<file path="src/rtl/disp_win_pkg.sv">
// Shared types and constants for the display register window.
// Assumes a 12-bit window offset and the size encoding below.
package disp_win_pkg;
    typedef enum logic [1:0] {
        RG_NONE = 2'd0,
        RG_LEG  = 2'd1,
        RG_EXTR = 2'd2,
        RG_QX   = 2'd3
    } region_e;

    localparam logic [1:0] SZ_BYTE = 2'd0;
    localparam logic [1:0] SZ_HALF = 2'd1;
    localparam logic [1:0] SZ_WORD = 2'd2;

    localparam logic [31:0] MAGIC_BE = 32'hBEBE_BEBE;
    localparam logic [31:0] MAGIC_LE = 32'h1E1E_1E1E;
endpackage

</file>
<file path="src/rtl/disp_win_decode.sv">
// Address decoder: classifies a window offset and access size into one of
// the targets and computes each target's local offset.
// Assumes targets do not overlap. Sizes a target cannot take map to RG_NONE.
module disp_win_decode
    import disp_win_pkg::*;
#(
    parameter int ADDR_W    = 12,
    parameter bit EXT_EN    = 1'b1,
    parameter logic [ADDR_W-1:0] LEG_BASE  = 12'h400,
    parameter int LEG_SPAN  = 32,
    parameter logic [ADDR_W-1:0] EXTR_BASE = 12'h500,
    parameter int EXTR_REGS = 11,
    parameter logic [ADDR_W-1:0] QX_BASE   = 12'h600,
    parameter int QX_SPAN   = 8,
    localparam int LEG_OFF_W = $clog2(LEG_SPAN),
    localparam int IDX_W     = $clog2(EXTR_REGS),
    localparam int QX_OFF_W  = $clog2(QX_SPAN)
) (
    input  logic [ADDR_W-1:0]   addr,
    input  logic [1:0]          size,
    output region_e             region,
    output logic [LEG_OFF_W-1:0] leg_off,
    output logic [IDX_W-1:0]    ext_idx,
    output logic [QX_OFF_W-1:0] qx_off
);
    localparam logic [ADDR_W-1:0] LEG_LIM  = ADDR_W'(LEG_SPAN);
    localparam logic [ADDR_W-1:0] EXTR_LIM = ADDR_W'(2 * EXTR_REGS);
    localparam logic [ADDR_W-1:0] QX_LIM   = ADDR_W'(QX_SPAN);

    logic [ADDR_W-1:0] rel_leg, rel_ext, rel_qx;
    logic hit_leg, hit_ext, hit_qx;

    // Offsets relative to each target base and range hits.
    always_comb begin
        rel_leg = addr - LEG_BASE;
        rel_ext = addr - EXTR_BASE;
        rel_qx  = addr - QX_BASE;
        hit_leg = (addr >= LEG_BASE) && (rel_leg < LEG_LIM) && (size <= SZ_HALF);
        hit_ext = (addr >= EXTR_BASE) && (rel_ext < EXTR_LIM);
        hit_qx  = EXT_EN && (addr >= QX_BASE) && (rel_qx < QX_LIM) && (size == SZ_WORD);
    end

    // Target selection, with local offsets for the chosen target.
    always_comb begin
        if (hit_leg)      region = RG_LEG;
        else if (hit_ext) region = RG_EXTR;
        else if (hit_qx)  region = RG_QX;
        else              region = RG_NONE;
        leg_off = LEG_OFF_W'(rel_leg);
        ext_idx = IDX_W'(rel_ext >> 1);
        qx_off  = QX_OFF_W'(rel_qx);
    end
endmodule

</file>
<file path="src/rtl/disp_legacy_seq.sv">
// Legacy byte-port sequencer. Byte accesses complete in one cycle. A
// halfword access is split into the low byte at the addressed port, then
// the high byte at the next port one cycle later.
// Assumes no new request arrives while busy is high.
module disp_legacy_seq #(
    parameter int PORT_W    = 10,
    parameter logic [PORT_W-1:0] PORT_BASE = 10'h3C0,
    parameter int LEG_OFF_W = 5
) (
    input  logic                 clk,
    input  logic                 rst_n,
    input  logic                 sel,
    input  logic                 we,
    input  logic                 half,
    input  logic [LEG_OFF_W-1:0] off,
    input  logic [15:0]          wdata,
    output logic                 port_wr,
    output logic                 port_rd,
    output logic [PORT_W-1:0]    port_addr,
    output logic [7:0]           port_wdata,
    input  logic [7:0]           port_rdata,
    output logic                 busy,
    output logic                 rd_done,
    output logic [15:0]          rd_val
);
    logic              ph2_q, ph2_we_q;
    logic [PORT_W-1:0] ph2_addr_q;
    logic [7:0]        ph2_data_q, lo_q;
    logic              start;
    logic [PORT_W-1:0] first_addr;

    // A new access is accepted only outside the second phase.
    always_comb begin
        start      = sel && !ph2_q;
        first_addr = PORT_BASE + PORT_W'(off);
    end

    // Drive the port strobes for the current phase.
    always_comb begin
        port_wr    = 1'b0;
        port_rd    = 1'b0;
        port_addr  = first_addr;
        port_wdata = wdata[7:0];
        rd_done    = 1'b0;
        rd_val     = {8'h00, port_rdata};
        if (ph2_q) begin
            port_addr  = ph2_addr_q;
            port_wdata = ph2_data_q;
            port_wr    = ph2_we_q;
            port_rd    = !ph2_we_q;
            rd_done    = !ph2_we_q;
            rd_val     = {port_rdata, lo_q};
        end else if (start) begin
            port_wr = we;
            port_rd = !we;
            rd_done = !we && !half;
        end
    end

    // Hold the second half of a split access for the following cycle.
    always_ff @(posedge clk) begin
        if (!rst_n) begin
            ph2_q      <= 1'b0;
            ph2_we_q   <= 1'b0;
            ph2_addr_q <= '0;
            ph2_data_q <= '0;
            lo_q       <= '0;
        end else begin
            ph2_q <= start && half;
            if (start) begin
                ph2_we_q   <= we;
                ph2_addr_q <= first_addr + PORT_W'(1);
                ph2_data_q <= wdata[15:8];
                lo_q       <= port_rdata;
            end
        end
    end

    assign busy = ph2_q;

    AST_SPLIT_ORDER: assert property (@(posedge clk) disable iff (!rst_n)
        (start && we && half) |=> (port_wr && port_addr == $past(port_addr) + PORT_W'(1)));
    AST_STROBE_EXCL: assert property (@(posedge clk) disable iff (!rst_n)
        !(port_wr && port_rd));
    AST_SPLIT_READ: assert property (@(posedge clk) disable iff (!rst_n)
        (start && !we && half) |=> (port_rd && rd_done));
endmodule

</file>
<file path="src/rtl/disp_qx_bank.sv">
// Optional byte-order bank: offset 0 reports the bank length, offset 4
// holds the framebuffer byte-order flag, which changes only on magic words.
// When EXT_EN is 0 no state is built and the flag stays little-endian.
module disp_qx_bank
    import disp_win_pkg::*;
#(
    parameter bit EXT_EN   = 1'b1,
    parameter int QX_SPAN  = 8,
    localparam int QX_OFF_W = $clog2(QX_SPAN)
) (
    input  logic                clk,
    input  logic                rst_n,
    input  logic                sel,
    input  logic                we,
    input  logic [QX_OFF_W-1:0] off,
    input  logic [31:0]         wdata,
    output logic                big_endian,
    output logic [31:0]         rd_val
);
    localparam logic [QX_OFF_W-1:0] OFF_LEN   = QX_OFF_W'(0);
    localparam logic [QX_OFF_W-1:0] OFF_ORDER = QX_OFF_W'(4);

    generate
        if (EXT_EN) begin : g_bank
            logic be_q;

            // Byte-order flag: set or cleared only by the exact magic words.
            always_ff @(posedge clk) begin
                if (!rst_n) begin
                    be_q <= 1'b0;
                end else if (sel && we && off == OFF_ORDER) begin
                    if (wdata == MAGIC_BE)      be_q <= 1'b1;
                    else if (wdata == MAGIC_LE) be_q <= 1'b0;
                end
            end

            // Read value for the two defined offsets; holes read zero.
            always_comb begin
                case (off)
                    OFF_LEN:   rd_val = 32'(QX_SPAN);
                    OFF_ORDER: rd_val = be_q ? MAGIC_BE : MAGIC_LE;
                    default:   rd_val = 32'h0;
                endcase
            end

            assign big_endian = be_q;

            AST_ORDER_HOLD: assert property (@(posedge clk) disable iff (!rst_n)
                !(sel && we && off == OFF_ORDER && (wdata == MAGIC_BE || wdata == MAGIC_LE))
                |=> $stable(big_endian));
        end else begin : g_none
            assign big_endian = 1'b0;
            assign rd_val     = 32'h0;
        end
    endgenerate
endmodule

</file>
<file path="src/rtl/disp_mmio_window.sv">
// Display adapter register window: decodes the aperture, sequences legacy
// port accesses, forwards indexed mode-register accesses and hosts the
// optional byte-order bank. Read data is registered with a valid pulse.
// Assumes the requester honours bus_busy.
module disp_mmio_window
    import disp_win_pkg::*;
#(
    parameter int ADDR_W    = 12,
    parameter int PORT_W    = 10,
    parameter bit EXT_EN    = 1'b1,
    parameter logic [ADDR_W-1:0] LEG_BASE  = 12'h400,
    parameter int LEG_SPAN  = 32,
    parameter logic [PORT_W-1:0] PORT_BASE = 10'h3C0,
    parameter logic [ADDR_W-1:0] EXTR_BASE = 12'h500,
    parameter int EXTR_REGS = 11,
    parameter logic [ADDR_W-1:0] QX_BASE   = 12'h600,
    parameter int QX_SPAN   = 8,
    localparam int IDX_W    = $clog2(EXTR_REGS)
) (
    input  logic              clk,
    input  logic              rst_n,
    input  logic              bus_req,
    input  logic              bus_we,
    input  logic [1:0]        bus_size,
    input  logic [ADDR_W-1:0] bus_addr,
    input  logic [31:0]       bus_wdata,
    output logic [31:0]       bus_rdata,
    output logic              bus_rvalid,
    output logic              bus_busy,
    output logic              port_wr,
    output logic              port_rd,
    output logic [PORT_W-1:0] port_addr,
    output logic [7:0]        port_wdata,
    input  logic [7:0]        port_rdata,
    output logic              ext_wr,
    output logic              ext_rd,
    output logic [IDX_W-1:0]  ext_idx,
    output logic [15:0]       ext_wdata,
    input  logic [15:0]       ext_rdata,
    output logic              big_endian,
    output logic [7:0]        rev_id
);
    localparam int LEG_OFF_W = $clog2(LEG_SPAN);
    localparam int QX_OFF_W  = $clog2(QX_SPAN);
    localparam logic [7:0] REV = EXT_EN ? 8'd2 : 8'd1;

    region_e              region;
    logic [LEG_OFF_W-1:0] leg_off;
    logic [QX_OFF_W-1:0]  qx_off;
    logic                 acc, leg_done;
    logic [15:0]          leg_val;
    logic [31:0]          qx_val;
    logic                 rd_done;
    logic [31:0]          rd_val;

    disp_win_decode #(
        .ADDR_W(ADDR_W), .EXT_EN(EXT_EN),
        .LEG_BASE(LEG_BASE), .LEG_SPAN(LEG_SPAN),
        .EXTR_BASE(EXTR_BASE), .EXTR_REGS(EXTR_REGS),
        .QX_BASE(QX_BASE), .QX_SPAN(QX_SPAN)
    ) u_decode (
        .addr(bus_addr), .size(bus_size), .region(region),
        .leg_off(leg_off), .ext_idx(ext_idx), .qx_off(qx_off)
    );

    // Accesses are taken only outside a split legacy second phase.
    assign acc = bus_req && !bus_busy;

    disp_legacy_seq #(
        .PORT_W(PORT_W), .PORT_BASE(PORT_BASE), .LEG_OFF_W(LEG_OFF_W)
    ) u_legacy (
        .clk(clk), .rst_n(rst_n),
        .sel(acc && region == RG_LEG), .we(bus_we), .half(bus_size == SZ_HALF),
        .off(leg_off), .wdata(bus_wdata[15:0]),
        .port_wr(port_wr), .port_rd(port_rd), .port_addr(port_addr),
        .port_wdata(port_wdata), .port_rdata(port_rdata),
        .busy(bus_busy), .rd_done(leg_done), .rd_val(leg_val)
    );

    disp_qx_bank #(
        .EXT_EN(EXT_EN), .QX_SPAN(QX_SPAN)
    ) u_qx (
        .clk(clk), .rst_n(rst_n),
        .sel(acc && region == RG_QX), .we(bus_we), .off(qx_off),
        .wdata(bus_wdata), .big_endian(big_endian), .rd_val(qx_val)
    );

    // Mode-register strobes: index from the decoder, data from the low half.
    always_comb begin
        ext_wr    = acc && region == RG_EXTR && bus_we;
        ext_rd    = acc && region == RG_EXTR && !bus_we;
        ext_wdata = bus_wdata[15:0];
    end

    // Pick the read value and decide whether a read completes this cycle.
    always_comb begin
        rd_done = leg_done || (acc && !bus_we && region != RG_LEG);
        if (leg_done) begin
            rd_val = {16'h0, leg_val};
        end else begin
            case (region)
                RG_EXTR: rd_val = {16'h0, ext_rdata};
                RG_QX:   rd_val = qx_val;
                default: rd_val = 32'h0;
            endcase
        end
    end

    // Register read data and its valid pulse.
    always_ff @(posedge clk) begin
        if (!rst_n) begin
            bus_rdata  <= 32'h0;
            bus_rvalid <= 1'b0;
        end else begin
            bus_rvalid <= rd_done;
            if (rd_done) bus_rdata <= rd_val;
        end
    end

    assign rev_id = REV;

    AST_NO_REQ_IN_PHASE2: assert property (@(posedge clk) disable iff (!rst_n)
        bus_busy |-> !bus_req);
    AST_RVALID_NEXT: assert property (@(posedge clk) disable iff (!rst_n)
        (acc && !bus_we && !(region == RG_LEG && bus_size == SZ_HALF)) |=> bus_rvalid);
    AST_UNMAPPED_QUIET: assert property (@(posedge clk) disable iff (!rst_n)
        (acc && region == RG_NONE) |-> (!port_wr && !port_rd && !ext_wr && !ext_rd));
    AST_EXT_IDX_RANGE: assert property (@(posedge clk) disable iff (!rst_n)
        (ext_wr || ext_rd) |-> (ext_idx < IDX_W'(EXTR_REGS)));
endmodule

</file>
<file path="config.mk">
export PLATFORM = sky130hd
export DESIGN_NAME = disp_mmio_window
export DESIGN_NICKNAME = d
export VERILOG_FILES = /design/src/rtl/disp_win_pkg.sv /design/src/rtl/disp_win_decode.sv /design/src/rtl/disp_legacy_seq.sv /design/src/rtl/disp_qx_bank.sv /design/src/rtl/disp_mmio_window.sv
export SDC_FILE = /design/constraint.sdc
export NUM_CORES = 1
export LEC_CHECK = 0
export ABC_AREA = 1
export BUFFER_PORTS_ARGS = -buffer_cell sky130_fd_sc_hd__buf_2
export CAP_MARGIN = 20
export CORE_MARGIN = 3
export CORE_UTILIZATION = 49
export CTS_CLUSTER_DIAMETER = 150
export DETAILED_ROUTE_END_ITERATION = 8
export PLACE_DENSITY = 0.93
export SETUP_SLACK_MARGIN = 0.2
export SYNTH_ARGS = -nofsm -noshare
export SYNTH_HDL_FRONTEND = slang
export SYNTH_SLANG_ARGS = --single-unit
</file>
<file path="constraint.sdc">
create_clock -name clk -period 2.13 [get_ports clk]
set_input_delay 0.3195 -clock clk [delete_from_list [all_inputs] [get_ports clk]]
set_output_delay 0.3195 -clock clk [all_outputs]
set_load 0.005 [all_outputs]
</file>
==> impl_metrics.ini <==
[critical_path]
setup.worst_path.start_class = flop
critical_path_arrival_ns = 2.01
critPathMaxFanout = 14
path_class = reg2reg
cp-end-kind = flop
crit_required_ns = 2.36

[floorplan]
placementRows = 27
start_util = 0.525
dieArea_um2 = 7130
ioPinCount = 159
die_w_um = 84.5
coreArea_um2 = 5740
die_h_um = 84.5

[logic_synthesis]
synth_compound_area_frac = 0.153
synthAdderAreaFrac = 0.0166
synth_warnings = 0
synth-seq-cells = 45
synthXorXnorAreaFrac = 0.00871
synth_top_family_by_area = simple AND/OR/NAND/NOR gates
synth_cells = 474
muxShareOfSynthArea = 0
async_reset_ff_frac = 0
synth-main-ff-cell = dfxtp_1
seq_area_frac_synth = 0.299
syn-cell-area_um2 = 3020
synth.distinct_cells = 30
synth.avg_cell_area_um2 = 6.36
synthSimpleGateAreaFrac = 0.309
synth_edf_count = 0

[timing]
hold_viol = 0
fmax_mhz = 562
fin_crit_sh = 0.835
rsz0062_at_grt = no
report.final.slew_viol_count = 0
tns_ns = 0
relSlewSlack = 0.578
final-setup-viol-count = 0
fin_hold_ws_ns = 0.236
period_needed_ns = 1.78
tightest_slew_ns = 0.632
clock_skew_ns = 0.00357

[run_status]
status = finished clean

[global_routing]
grt_pass1_wl_um = 14200
grt_max_degree = 43
antenna_found_initial = 0
grt-ovfl-total = 0
grtUsageTotal = 0.239
grt_pass1_vias = 3231

[power]
p_per_area_nw_per_um2 = 478
p_leak_nw = 1.96
seq_power_share = 0.501
worst_ir_drop_vdd_mv = 0.326
p_int_mw = 1.26
swShare = 0.264
combPwrFrac = 0.162
p_switching_mw = 0.453
power.share.clock = 0.337
totalPowerFinal_mw = 1.72

[placed_design]
hpwlAfterDp_um = 6790
routabilityCongestion = 0.893
dpl_cell_area_um2 = 3480
port_buffers = 146

[layout]
final_common_cell = buf_2
antenna_cells = 0
syn2layout_area_growth_pct = 19.1
drive_gt1_frac = 0.317
fill_cells = 541
design_area_um2 = 3590
final_cell_mix = 146 x buf_2, 100 x nand2_1, 62 x nor2_1, 59 x o21ai_0, 51 x inv_1
nNetsFinal = 658

[cts]
clock_latency_ns = 0.30
cts.sinks = 45
cts-htree-levels = 2
cts-buffers-inserted = 5
cts_root_buf = clkbuf_8
cts_tree = done
path_clk_slew_ns = 0.08
cts_buffer_depth = 2

[drt]
viasPerCell = 5.17
wl_um = 8830
route.vias.total = 3374
drtIter0Drc = 298
final_antenna_net_count = 0
avgRoutedWirePerCell_um = 13.5
drc_errors = 0
drtPass1Iterations = 5

[worst_hold_path]
hold_path_class = in2reg

[flow_run]
maxCapViolCount = 0
## through the flow
stage / utilization / setup WS, ns / instances
after floorplan: - / 0.495 / 484
after global placement: 0.606 / 0.175 / 644
after detailed placement: 0.606 / 0.155 / 644
after CTS: 0.625 / 0.253 / 653
after global routing: 0.626 / 0.202 / 653
final: 0.626 / 0.351 / 653
## per-layer routing
metal  vias to the layer above  global-route usage  share of wire
li1                       1648                   -              -
met1                      1498               0.284           0.39
met2                       203               0.423           0.49
met3                        25              0.0373          0.089
met4                         0               0.108          0.028
met5                         -                   0              0
## worst max-delay path, cell delays in order, from the launching register on
cell	delay, ns
dfxtp_2	0.38
inv_2	0.26
nor2_4	0.09
inv_2	0.15
nand2_1	0.08
nand2_2	0.10
buf_4	0.19
inv_2	0.06
a21oi_2	0.22
nor2_1	0.09
nor2_1	0.10
## Yosys cell counts (4+ instances only)
| library cell | instances | share of area |
|---|---|---|
| clkbuf_1 | 8 | 0.010 |
| nand2_2 | 6 | 0.012 |
| nand4_1 | 8 | 0.017 |
| nor2_1 | 62 | 0.077 |
| nor2_4 | 6 | 0.022 |
| nand2_1 | 100 | 0.12 |
| buf_4 | 46 | 0.11 |
| nand3_1 | 17 | 0.028 |
| nor3_1 | 4 | 0.0066 |
| inv_2 | 7 | 0.0087 |
| inv_1 | 51 | 0.063 |
| a21oi_1 | 27 | 0.045 |
| o21ai_0 | 59 | 0.098 |
| dfxtp_1 | 45 | 0.30 |
| ha_1 | 4 | 0.017 |
## logic make-up after synthesis
group                    count (synthesis)
buffers and inverters                  120
flip-flops                              45
XOR/XNOR                                 3
adder cells (fa/ha/maj)                  4
AND/OR/NAND/NOR                        211
other                                    2
AO/OA/AOI/OAI                           89
## sequential cells by signal, indices dropped and copies added (netlist names)
| name | count |
|---|---|
| u_legacy.busy | 1 |
| bus_rdata | 18 |
| u_legacy.lo_q | 8 |
| u_legacy.ph2_we_q | 1 |
| u_legacy.ph2_data_q | 8 |
| bus_rvalid | 1 |
| u_qx.big_endian | 1 |
| u_legacy.ph2_addr_q | 7 |
## what timing repair did
item	4_1_cts	5_1_grt
setup endpoints to repair	3	23
gates resized for setup	1	1
buffers inserted	1	0
hold buffers	0	0
pin swaps	1	0
gates cloned	0	0
## final timing paths
path,startpoint,end,slack [ns],cells past startpoint
min,bus_addr[0],u_legacy.ph2_addr_q[0]$_SDFFE_PN0P_,0.24,2
max,u_legacy.busy$_SDFF_PN0_,bus_rdata[4]$_SDFFE_PN0P_,0.35,10
min reg2reg,u_legacy.ph2_addr_q[8]$_SDFFE_PN0P_,u_legacy.ph2_addr_q[8]$_SDFFE_PN0P_,0.48,2
max reg2reg,u_legacy.busy$_SDFF_PN0_,bus_rdata[4]$_SDFFE_PN0P_,0.35,10
## power by group through the flow
stage	Clock [mW]	Combinational, mW	Sequential (mW)
final	0.579	0.278	0.859
after global routing	0.625	0.313	0.861
after CTS	0.583	0.277	0.859
after detailed placement	0	0.274	0.879
after global placement	0	0.267	0.879
after floorplan	0	0.164	0.880
## cell type report
cell class / instances / area (um^2) / share of cell area
flip-flops and latches: 45 / 902 / 0.251
multi-input cells: 319 / 1520 / 0.422
clock inverters: 1 / 5.00 / 0.00139
inverters: 59 / 221 / 0.0616
repair buffers: 150 / 761 / 0.212
clock buffers: 7 / 96.3 / 0.0268
well taps: 72 / 90.1 / 0.0251
(Power assumes the default switching activity.)
